<file path="src/rtl/adcc_pkg.sv">
package adcc_pkg;

   typedef enum logic [2:0] {
      ST_IDLE,
      ST_SETUP,
      ST_LOW,
      ST_WLO,
      ST_WHI
   } seq_st_e;

   // minimum time -> cycles, rounded up
   function automatic int unsigned cyc_ceil(input int unsigned ns, input int unsigned clk_ps);
      return (ns * 1000 + clk_ps - 1) / clk_ps;
   endfunction

   // maximum time -> cycles, rounded down
   function automatic int unsigned cyc_floor(input int unsigned ns, input int unsigned clk_ps);
      return (ns * 1000) / clk_ps;
   endfunction

endpackage

</file>
<file path="src/rtl/adcc_sync.sv">
module adcc_sync #(
   parameter int unsigned STAGES  = 2,
   parameter logic        RST_VAL = 1'b0
) (
   input  logic clk,
   input  logic rst_n,
   input  logic d_i,
   output logic q_o
);

   if (STAGES < 2) begin : g_bad_stages
      $error("adcc_sync: STAGES must be at least 2");
   end

   logic [STAGES-1:0] sh;

   always_ff @(posedge clk or negedge rst_n) begin
      if (!rst_n) sh <= {STAGES{RST_VAL}};
      else        sh <= {sh[STAGES-2:0], d_i};
   end

   assign q_o = sh[STAGES-1];

endmodule

</file>
<file path="src/rtl/adcc_pace.sv">
module adcc_pace #(
   parameter int unsigned PW = 16
) (
   input  logic          clk,
   input  logic          rst_n,
   input  logic          start_i,
   input  logic          enable_i,
   input  logic [PW-1:0] period_i,
   output logic          due_o
);

   if (PW < 2) begin : g_bad_pw
      $error("adcc_pace: PW must be at least 2");
   end

   localparam logic [PW-1:0] SAT = {PW{1'b1}};

   logic [PW-1:0] since;

   always_ff @(posedge clk or negedge rst_n) begin
      if (!rst_n)             since <= SAT;
      else if (start_i)       since <= PW'(1);
      else if (since != SAT)  since <= since + 1'b1;
   end

   assign due_o = enable_i && (since >= period_i);

endmodule

</file>
<file path="src/rtl/adcc_seq.sv">
module adcc_seq
   import adcc_pkg::*;
#(
   parameter int unsigned DW        = 16,
   parameter int unsigned LOW_CYC   = 8,
   parameter int unsigned SETUP_CYC = 2,
   parameter int unsigned TMO_CYC   = 2000
) (
   input  logic          clk,
   input  logic          rst_n,
   input  logic          go_i,
   input  logic          mode_sel_i,
   input  logic          ready_i,
   input  logic [DW-1:0] bus_i,
   output logic          cs_n_o,
   output logic          rc_o,
   output logic [DW-1:0] data_o,
   output logic          valid_o,
   output logic          err_o,
   output logic          start_o
);

   localparam int unsigned CNT_MAX = (LOW_CYC > SETUP_CYC) ? LOW_CYC : SETUP_CYC;
   localparam int unsigned CW      = $clog2(CNT_MAX + 1);
   localparam int unsigned TW      = $clog2(TMO_CYC + 1);

   if (LOW_CYC < 1 || SETUP_CYC < 1) begin : g_bad_win
      $error("adcc_seq: pulse windows must be at least one cycle");
   end
   if (TMO_CYC < 2) begin : g_bad_tmo
      $error("adcc_seq: TMO_CYC must be at least 2");
   end

   seq_st_e       st, st_n;
   logic [CW-1:0] cnt, cnt_n;
   logic [TW-1:0] tmo;
   logic          mode_q, mode_n;
   logic          have_prev;
   logic          cap, tmo_hit, start;
   logic          rc_n, csn_n;
   logic          waiting, wait_n;

   assign waiting = (st == ST_WLO) || (st == ST_WHI);
   assign wait_n  = (st_n == ST_WLO) || (st_n == ST_WHI);

   always_comb begin
      st_n    = st;
      cnt_n   = cnt;
      start   = 1'b0;
      cap     = 1'b0;
      tmo_hit = 1'b0;
      mode_n  = (st == ST_IDLE) ? mode_sel_i : mode_q;
      unique case (st)
         ST_IDLE: begin
            if (go_i && ready_i && (mode_sel_i == mode_q)) begin
               start = 1'b1;
               if (mode_sel_i) begin
                  st_n  = ST_SETUP;
                  cnt_n = CW'(SETUP_CYC - 1);
               end else begin
                  st_n  = ST_LOW;
                  cnt_n = CW'(LOW_CYC - 1);
               end
            end
         end
         ST_SETUP: begin
            if (cnt == '0) begin
               st_n  = ST_LOW;
               cnt_n = CW'(LOW_CYC - 1);
            end else begin
               cnt_n = cnt - 1'b1;
            end
         end
         ST_LOW: begin
            if (cnt == '0) begin
               st_n = ST_WLO;
               cap  = mode_q && have_prev;
            end else begin
               cnt_n = cnt - 1'b1;
            end
         end
         ST_WLO: if (!ready_i) st_n = ST_WHI;
         ST_WHI: begin
            if (ready_i) begin
               st_n = ST_IDLE;
               cap  = !mode_q;
            end
         end
         default: st_n = ST_IDLE;
      endcase
      if (waiting && (st_n != ST_IDLE) && (tmo == TW'(TMO_CYC - 1))) begin
         tmo_hit = 1'b1;
         st_n    = ST_IDLE;
      end
   end

   // pins are registered decodes of the next state: glitch-free
   assign rc_n  = !((st_n == ST_LOW) || (mode_n && (st_n == ST_SETUP)));
   assign csn_n = mode_n ? (st_n != ST_LOW) : 1'b0;

   always_ff @(posedge clk or negedge rst_n) begin
      if (!rst_n) begin
         st        <= ST_IDLE;
         cnt       <= '0;
         tmo       <= '0;
         mode_q    <= 1'b1;
         have_prev <= 1'b0;
         rc_o      <= 1'b1;
         cs_n_o    <= 1'b1;
         data_o    <= '0;
         valid_o   <= 1'b0;
         err_o     <= 1'b0;
      end else begin
         st      <= st_n;
         cnt     <= cnt_n;
         mode_q  <= mode_n;
         rc_o    <= rc_n;
         cs_n_o  <= csn_n;
         valid_o <= cap;
         tmo     <= (waiting && wait_n) ? tmo + 1'b1 : '0;
         if (cap) data_o <= bus_i;
         if (tmo_hit)
            have_prev <= 1'b0;
         else if ((st == ST_IDLE) && (mode_sel_i != mode_q))
            have_prev <= 1'b0;
         else if ((st == ST_WHI) && (st_n == ST_IDLE))
            have_prev <= mode_q;
         if (start)        err_o <= 1'b0;
         else if (tmo_hit) err_o <= 1'b1;
      end
   end

   assign start_o = start;


   valid_pulse_chk: assert property (@(posedge clk) disable iff (!rst_n)
      valid_o |=> !valid_o);


   csn_hold_chk: assert property (@(posedge clk) disable iff (!rst_n)
      ((st != ST_IDLE) && !mode_q) |-> !cs_n_o);


   err_rise_chk: assert property (@(posedge clk) disable iff (!rst_n)
      $rose(err_o) |-> $past(waiting));

endmodule

</file>
<file path="src/rtl/adc_conv_ctrl.sv">
module adc_conv_ctrl
   import adcc_pkg::*;
#(
   parameter int unsigned DW          = 16,
   parameter int unsigned PW          = 16,
   parameter int unsigned CLK_PS      = 5000,
   parameter int unsigned START_NS    = 40,
   parameter int unsigned SETUP_NS    = 10,
   parameter int unsigned RC_MAX_NS   = 3000,
   parameter int unsigned TMO_NS      = 10000,
   parameter int unsigned SYNC_STAGES = 2
) (
   input  logic          clk,
   input  logic          rst_n,
   input  logic          run_en,
   input  logic          mode_sel,
   input  logic [PW-1:0] period_cyc,
   input  logic          adc_busy_n,
   input  logic [DW-1:0] adc_data,
   output logic          adc_cs_n,
   output logic          adc_rc,
   output logic [DW-1:0] smp_data,
   output logic          smp_valid,
   output logic          tmo_err
);

   localparam int unsigned LOW_CYC    = cyc_ceil(START_NS, CLK_PS);
   localparam int unsigned SETUP_CYC  = cyc_ceil(SETUP_NS, CLK_PS);
   localparam int unsigned RC_MAX_CYC = cyc_floor(RC_MAX_NS, CLK_PS);
   localparam int unsigned TMO_CYC    = cyc_ceil(TMO_NS, CLK_PS);
   localparam int unsigned KW         = $clog2(RC_MAX_CYC + 2);

   if (SETUP_CYC + LOW_CYC > RC_MAX_CYC) begin : g_bad_rcmax
      $error("adc_conv_ctrl: convert pulse cannot fit the maximum low time");
   end
   if (DW < 1) begin : g_bad_dw
      $error("adc_conv_ctrl: DW must be positive");
   end

   logic busy_s;
   logic due;
   logic start;

   adcc_sync #(.STAGES(SYNC_STAGES), .RST_VAL(1'b0)) u_sync (
      .clk   (clk),
      .rst_n (rst_n),
      .d_i   (adc_busy_n),
      .q_o   (busy_s)
   );

   adcc_pace #(.PW(PW)) u_pace (
      .clk      (clk),
      .rst_n    (rst_n),
      .start_i  (start),
      .enable_i (run_en),
      .period_i (period_cyc),
      .due_o    (due)
   );

   adcc_seq #(
      .DW        (DW),
      .LOW_CYC   (LOW_CYC),
      .SETUP_CYC (SETUP_CYC),
      .TMO_CYC   (TMO_CYC)
   ) u_seq (
      .clk        (clk),
      .rst_n      (rst_n),
      .go_i       (due),
      .mode_sel_i (mode_sel),
      .ready_i    (busy_s),
      .bus_i      (adc_data),
      .cs_n_o     (adc_cs_n),
      .rc_o       (adc_rc),
      .data_o     (smp_data),
      .valid_o    (smp_valid),
      .err_o      (tmo_err),
      .start_o    (start)
   );

   // pin-level timing monitors
   logic          both_low;
   logic [KW-1:0] lowcnt, rclow;
   localparam logic [KW-1:0] KSAT = {KW{1'b1}};

   assign both_low = !adc_cs_n && !adc_rc;

   always_ff @(posedge clk or negedge rst_n) begin
      if (!rst_n) begin
         lowcnt <= '0;
         rclow  <= '0;
      end else begin
         lowcnt <= both_low ? ((lowcnt == KSAT) ? lowcnt : lowcnt + 1'b1) : '0;
         rclow  <= !adc_rc  ? ((rclow  == KSAT) ? rclow  : rclow  + 1'b1) : '0;
      end
   end


   start_width_chk: assert property (@(posedge clk) disable iff (!rst_n)
      (!both_low && (lowcnt != '0)) |-> (lowcnt >= KW'(LOW_CYC)));


   rc_max_chk: assert property (@(posedge clk) disable iff (!rst_n)
      !adc_rc |-> (rclow < KW'(RC_MAX_CYC)));


   cs_setup_chk: assert property (@(posedge clk) disable iff (!rst_n)
      ($fell(adc_cs_n) && !adc_rc) |-> !$past(adc_rc));


   busy_start_chk: assert property (@(posedge clk) disable iff (!rst_n)
      $rose(both_low) |-> $past(busy_s));

endmodule

</file>
<file path="config.mk">
export PLATFORM = sky130hd
export DESIGN_NAME = adc_conv_ctrl
export DESIGN_NICKNAME = d
export VERILOG_FILES = /design/src/rtl/adcc_pkg.sv /design/src/rtl/adcc_sync.sv /design/src/rtl/adcc_pace.sv /design/src/rtl/adcc_seq.sv /design/src/rtl/adc_conv_ctrl.sv
export SDC_FILE = /design/constraint.sdc
export NUM_CORES = 1
export LEC_CHECK = 0
export CAP_MARGIN = 20
export CORE_MARGIN = 10
export CORE_UTILIZATION = 45
export DETAILED_ROUTE_END_ITERATION = 8
export PLACE_DENSITY = 0.79
export SLEW_MARGIN = 5
export SYNTH_ARGS = -nofsm -noshare
export SYNTH_HDL_FRONTEND = slang
export SYNTH_SLANG_ARGS = --single-unit
</file>
<file path="constraint.sdc">
create_clock -name clk -period 3.6 [get_ports clk]
set_input_delay 1.08 -clock clk [delete_from_list [all_inputs] [get_ports clk]]
set_output_delay 1.08 -clock clk [all_outputs]
set_load 0.1 [all_outputs]
</file>
# --- Word-level counts from Yosys, hierarchy flattened ---
# Cells that the tools add are included.
totals:
  ff_bits: 58
  input_bits: 37
  out_inout_bits: 20
  word_cells: 84
classes:
  addsub: 3
  order_cmp: 1
  eq_ne: 15
  mux: 29
  n_reduce_logical: 24
ops:
  columns: ["cell", "count"]
  rows:
  - ["$mux 16", 2]
  - ["$mux 3", 7]
  - ["$add 16x1->16 const B", 1]
  - ["$ge 16x16->1", 1]
  - ["$ne 16x16->1 const B", 1]
  - ["$pmux 3 s5", 1]
  - ["$eq 3x2->1 const B", 4]
  - ["$mux 1", 12]
  - ["$mux 4", 3]
  - ["$pmux 4 s3", 1]
  - ["$add 11x1->11 const B", 1]
  - ["$eq 11x11->1 const B", 1]
  - ["$mux 11", 1]
  - ["$logic_and 1x1->1", 10]
  - ["$reduce_bool 3->1", 3]
  - ["$eq 3x1->1 const B", 2]
  - ["$eq 3x3->1 const B", 2]
  - ["$logic_not 3->1", 2]
  - ["$logic_not 4->1", 1]
  - ["$reduce_bool 2->1", 2]
  - ["$sub 4x1->4 const B", 1]
  - ["$logic_or 1x1->1", 3]
  - ["$ne 3x2->1 const B", 1]
  - ["$reduce_and 3->1", 1]
  - ["other kinds (7)", 8]

# --- Depth between registers and ports, before layout ---
depth:
  word_depth: 15
  ltp_mapped: 9
  ltp_nobuf: 8

# --- Modules after synthesis ---
# Synthesis repeated with hierarchy kept, for this count alone.
unflattened:
  hier_cells: 325
  hier_area_um2: 3194.3
modules_own_cells:
  columns: ["mod", "n_inst", "cells_each", "area_each_um2"]
  rows:
  - ["adcc_seq", 1, 174, 1863.0]
  - ["adcc_pace", 1, 149, 1281.2]
  - ["adcc_sync", 1, 2, 50.0]

# --- Worst setup path before layout ---
# No wires, ideal clock.
synth_path:
  path_kind: "input-to-reg"
  start: "in period_cyc[13]"
  end: "reg u_seq.cnt[3]"
  arrival_time_ns: 3.344
  required_time_ns: 3.513
  slack_ns: 0.169
  stages: 8
  n_path_buf: 0
  cell_sequence: "inv_1 ha_1 nand4_2 or3_1 or4_1 and4_4 or4_4 a211oi_2"
synth_between:
  elab_chain_cells: 6
synth_lines:
  columns: ["element", "line_no", "source"]
  rows:
  - ["start, declared", "adc_conv_ctrl.sv:17", "input logic [PW-1:0] period_cyc,"]
  - ["$ge 16x16->1", "adcc_pace.sv:26", "assign due_o = enable_i && (since >= period_i);"]
  - ["$logic_and 1x1->1", "adcc_pace.sv:26", null]
  - ["$logic_and 1x1->1 (2 in a row)", "adcc_seq.sv:55", "if (go_i && ready_i && (mode_sel_i == mode_q)) begin"]
  - ["$ne 2x1->1 (no line)", null, null]
  - ["$reduce_and 3->1 (no line)", null, null]
  - ["end signal, assigned", "adcc_seq.sv:115", "cnt <= cnt_n;"]
  - ["end, declared", "adcc_seq.sv:35", "logic [CW-1:0] cnt, cnt_n;"]
# Every way passes these cells.
# A chain may end at the register's enable or synchronous reset.

# --- Worst setup path after layout ---
layout_path:
  start: "in period_cyc[15]"
  end: "reg u_seq.cnt[3]"
# The elaborated chain is that of the path after synthesis.

==> impl_metrics.toml <==
[final_layout]
nets = 437
diodes = 0
drive_above_1_share = 0.262
layout_common_cells = "dfrtp_1, nor2_1, clkdlybuf4s50_1"
mostFrequentLayoutCell = "dfrtp_1"
fin_cells = 482
syn2layout_area_growth_pct = 31.7

[floorplanning]
core.rowCount = 30
die_w_um = 104
start_util = 0.464
coreArea_um2 = 6790
die-area_um2 = 10700
io_pins = 57
die_h_um = 104

[clock_tree]
clkLatencyLatePin_ns = 0.33
post-cts-setup-buffer-count = 0
clock_path_buffers = 2
cts-root-buf = "clkbuf_8"
cts_tree = "yes"
clock-sinks = 58
numCtsBuffers = 9
ctsHoldBuffers = 0
path_clk_slew_ns = 0.06
htree_levels = 3

[timing]
skew_ns = 0.00984
hold_slack_ns = 0.352
fin_crit_sh = 0.970
period_minus_slack_ns = 3.49
drv_slew = 0
clock.fmax_mhz = 286
setup_tns_ns = 0
hold_violations = 0
slew_headroom = 0.395
rsz0062_at_grt = "false"
setup_viol = 0
tightest_slew_ns = 0.908

[power]
power_leakage_uw = 0.00183
power_density_nw_per_um2 = 934
irDropWorstVdd_mv = 0.608
power.total_uw = 3870

[hold_path]
hold_depth = 0
min_to = "u_sync.sh[1]"
worstHoldStart = "u_sync.sh[0]"
hold_path.class = "reg -> reg"

[detailed_routing]
vias = 2496
vias_per_cell = 5.18
top_layer = "met4"
wl_met3_um = 234
wl_per_cell_um = 14.9
postRouteAntennaNets = 0
remaining_drc_errors = 0
dr_wl_met2_um = 3920
first_iter_violations = 112
met1_length_um = 2940
wirelength_um = 7190
firstDrtPassIters = 4

[critical_path]
regToRegEndpoint = "u_seq.cnt[3]"
crit_type = "in -> reg"
worstPathArrival_ns = 3.74
startpoint_type = "primary input"
worstPathRequired_ns = 3.84
critPathCaptureType = "flop"
reg2reg_depth = 9
reg2reg_from = "u_pace.since[0]"
cp_max_fo = 4
rrSetupSlack_ns = 0.84

[logic_synthesis]
netlist_instances = 313
async_reset_ff_frac = 1.00
synth_top_cell_by_area = "dfrtp_1"
synth_cell_types = 45
synth_area_per_cell_um2 = 10.1
yosys_warnings = 0
synth_edf_count = 0
yosys-top-cells-area = "dfrtp_1, dfstp_2, ha_1"
ys.flop_type = "dfrtp_1"
yosysSeqAreaShare = 0.468
netlist_area_um2 = 3150
ys_seq_elements = 58
synth_top_area_share = 0.310
synth_fp_nets = 369

[placed_design]
gp_congestion = 0.810
io_buffers = 56
hpwl_um = 5230
placed_cells = 466

[grt]
grt_usage = 0.136
grt_pass1_wl_um = 12200
overflow = 0
grt_max_degree = 42
first_global_vias = 2520
antenna_found_initial = 0

[run_status]
outcome = "finished, final reports clean"

[flow_run]
maxCapViolCount = 0
## how the worst max path moves through the flow
stage                    from      endpoint  cells past startpoint
2_1_floorplan  period_cyc[13]  u_seq.cnt[3]                      8
3_3_place_gp   period_cyc[13]  u_seq.cnt[3]                      9
3_5_place_dp   period_cyc[13]  u_seq.cnt[3]                      9
4_1_cts        period_cyc[12]  u_seq.cnt[1]                      9
5_1_grt        period_cyc[15]  u_seq.cnt[3]                      9
6_report       period_cyc[15]  u_seq.cnt[3]                      9
## state kept, by name, indices dropped and copies added, names as in the netlist
signal	count
u_seq.cs_n_o	1
u_seq.err_o	1
u_sync.sh	2
u_seq.st	3
u_seq.data_o	16
u_seq.have_prev	1
u_seq.cnt	4
u_seq.tmo	11
u_seq.rc_o	1
u_seq.mode_q	1
u_seq.valid_o	1
u_pace.since	16
## cell usage after synthesis (10+ instances only)
master   count
a21oi_1     16
dfrtp_1     39
dfstp_2     19
ha_1        19
inv_1       27
mux2_2      17
nand2_1     15
nand3_1     13
nor2_1      35
xnor2_1     12
xor2_1      10
## per-layer routing
metal | vias to the layer above | track usage
li1 | 1235 | -
met1 | 1215 | 0.158
met2 | 39 | 0.239
met3 | 7 | 0.0304
met4 | 0 | 0.0507
met5 | - | 0
## through the flow
stage	worst slack, ns	instance area [um^2]	util
global route	0.0452	4150	0.610
detailed placement	-0.388	3820	0.563
finish	0.107	4150	0.610
floorplan	0.169	3150	-
global placement	-0.334	3820	0.563
CTS	0.0190	4080	0.600
## power by group
part | internal [uW] | total (uW) | leakage, uW | switching (uW)
Clock | 406 | 660 | 0.000109 | 254
Combinational | 656 | 1980 | 0.00103 | 1320
Sequential | 975 | 1230 | 0.000690 | 258
Total | 2040 | 3870 | 0.00183 | 1840
## worst max-delay path, cell delays in order
cell             delay, ns
clkdlybuf4s50_1       0.45
inv_1                 0.06
ha_4                  0.28
nand4_4               0.09
or3_4                 0.34
or4_4                 0.49
and4_4                0.22
or4_4                 0.51
a211oi_2              0.22
## logic make-up after synthesis
logic type,after synthesis,synth area share
AND/OR/NAND/NOR,114,0.192
flip-flops,58,0.468
AO/OA/AOI/OAI,42,0.0846
buffers and inverters,37,0.0445
XOR/XNOR,22,0.0612
multiplexers,21,0.0735
adder cells (fa/ha/maj),19,0.0755
## cell type report
type	instances	area [um^2]
clock buffer	11	141
clock inverter	5	77.6
fill	552	2650
inverter	27	101
multi-input combinational	218	1640
sequential	58	1480
tap	96	120
timing repair buffer	67	591
## repair_timing
| item | in CTS | in global routing |
|---|---|---|
| resized for setup | 4 | 9 |
| pin swaps | 1 | 4 |
| setup endpoints to repair | 2 | 3 |
Power figures use the tool's default switching activity.
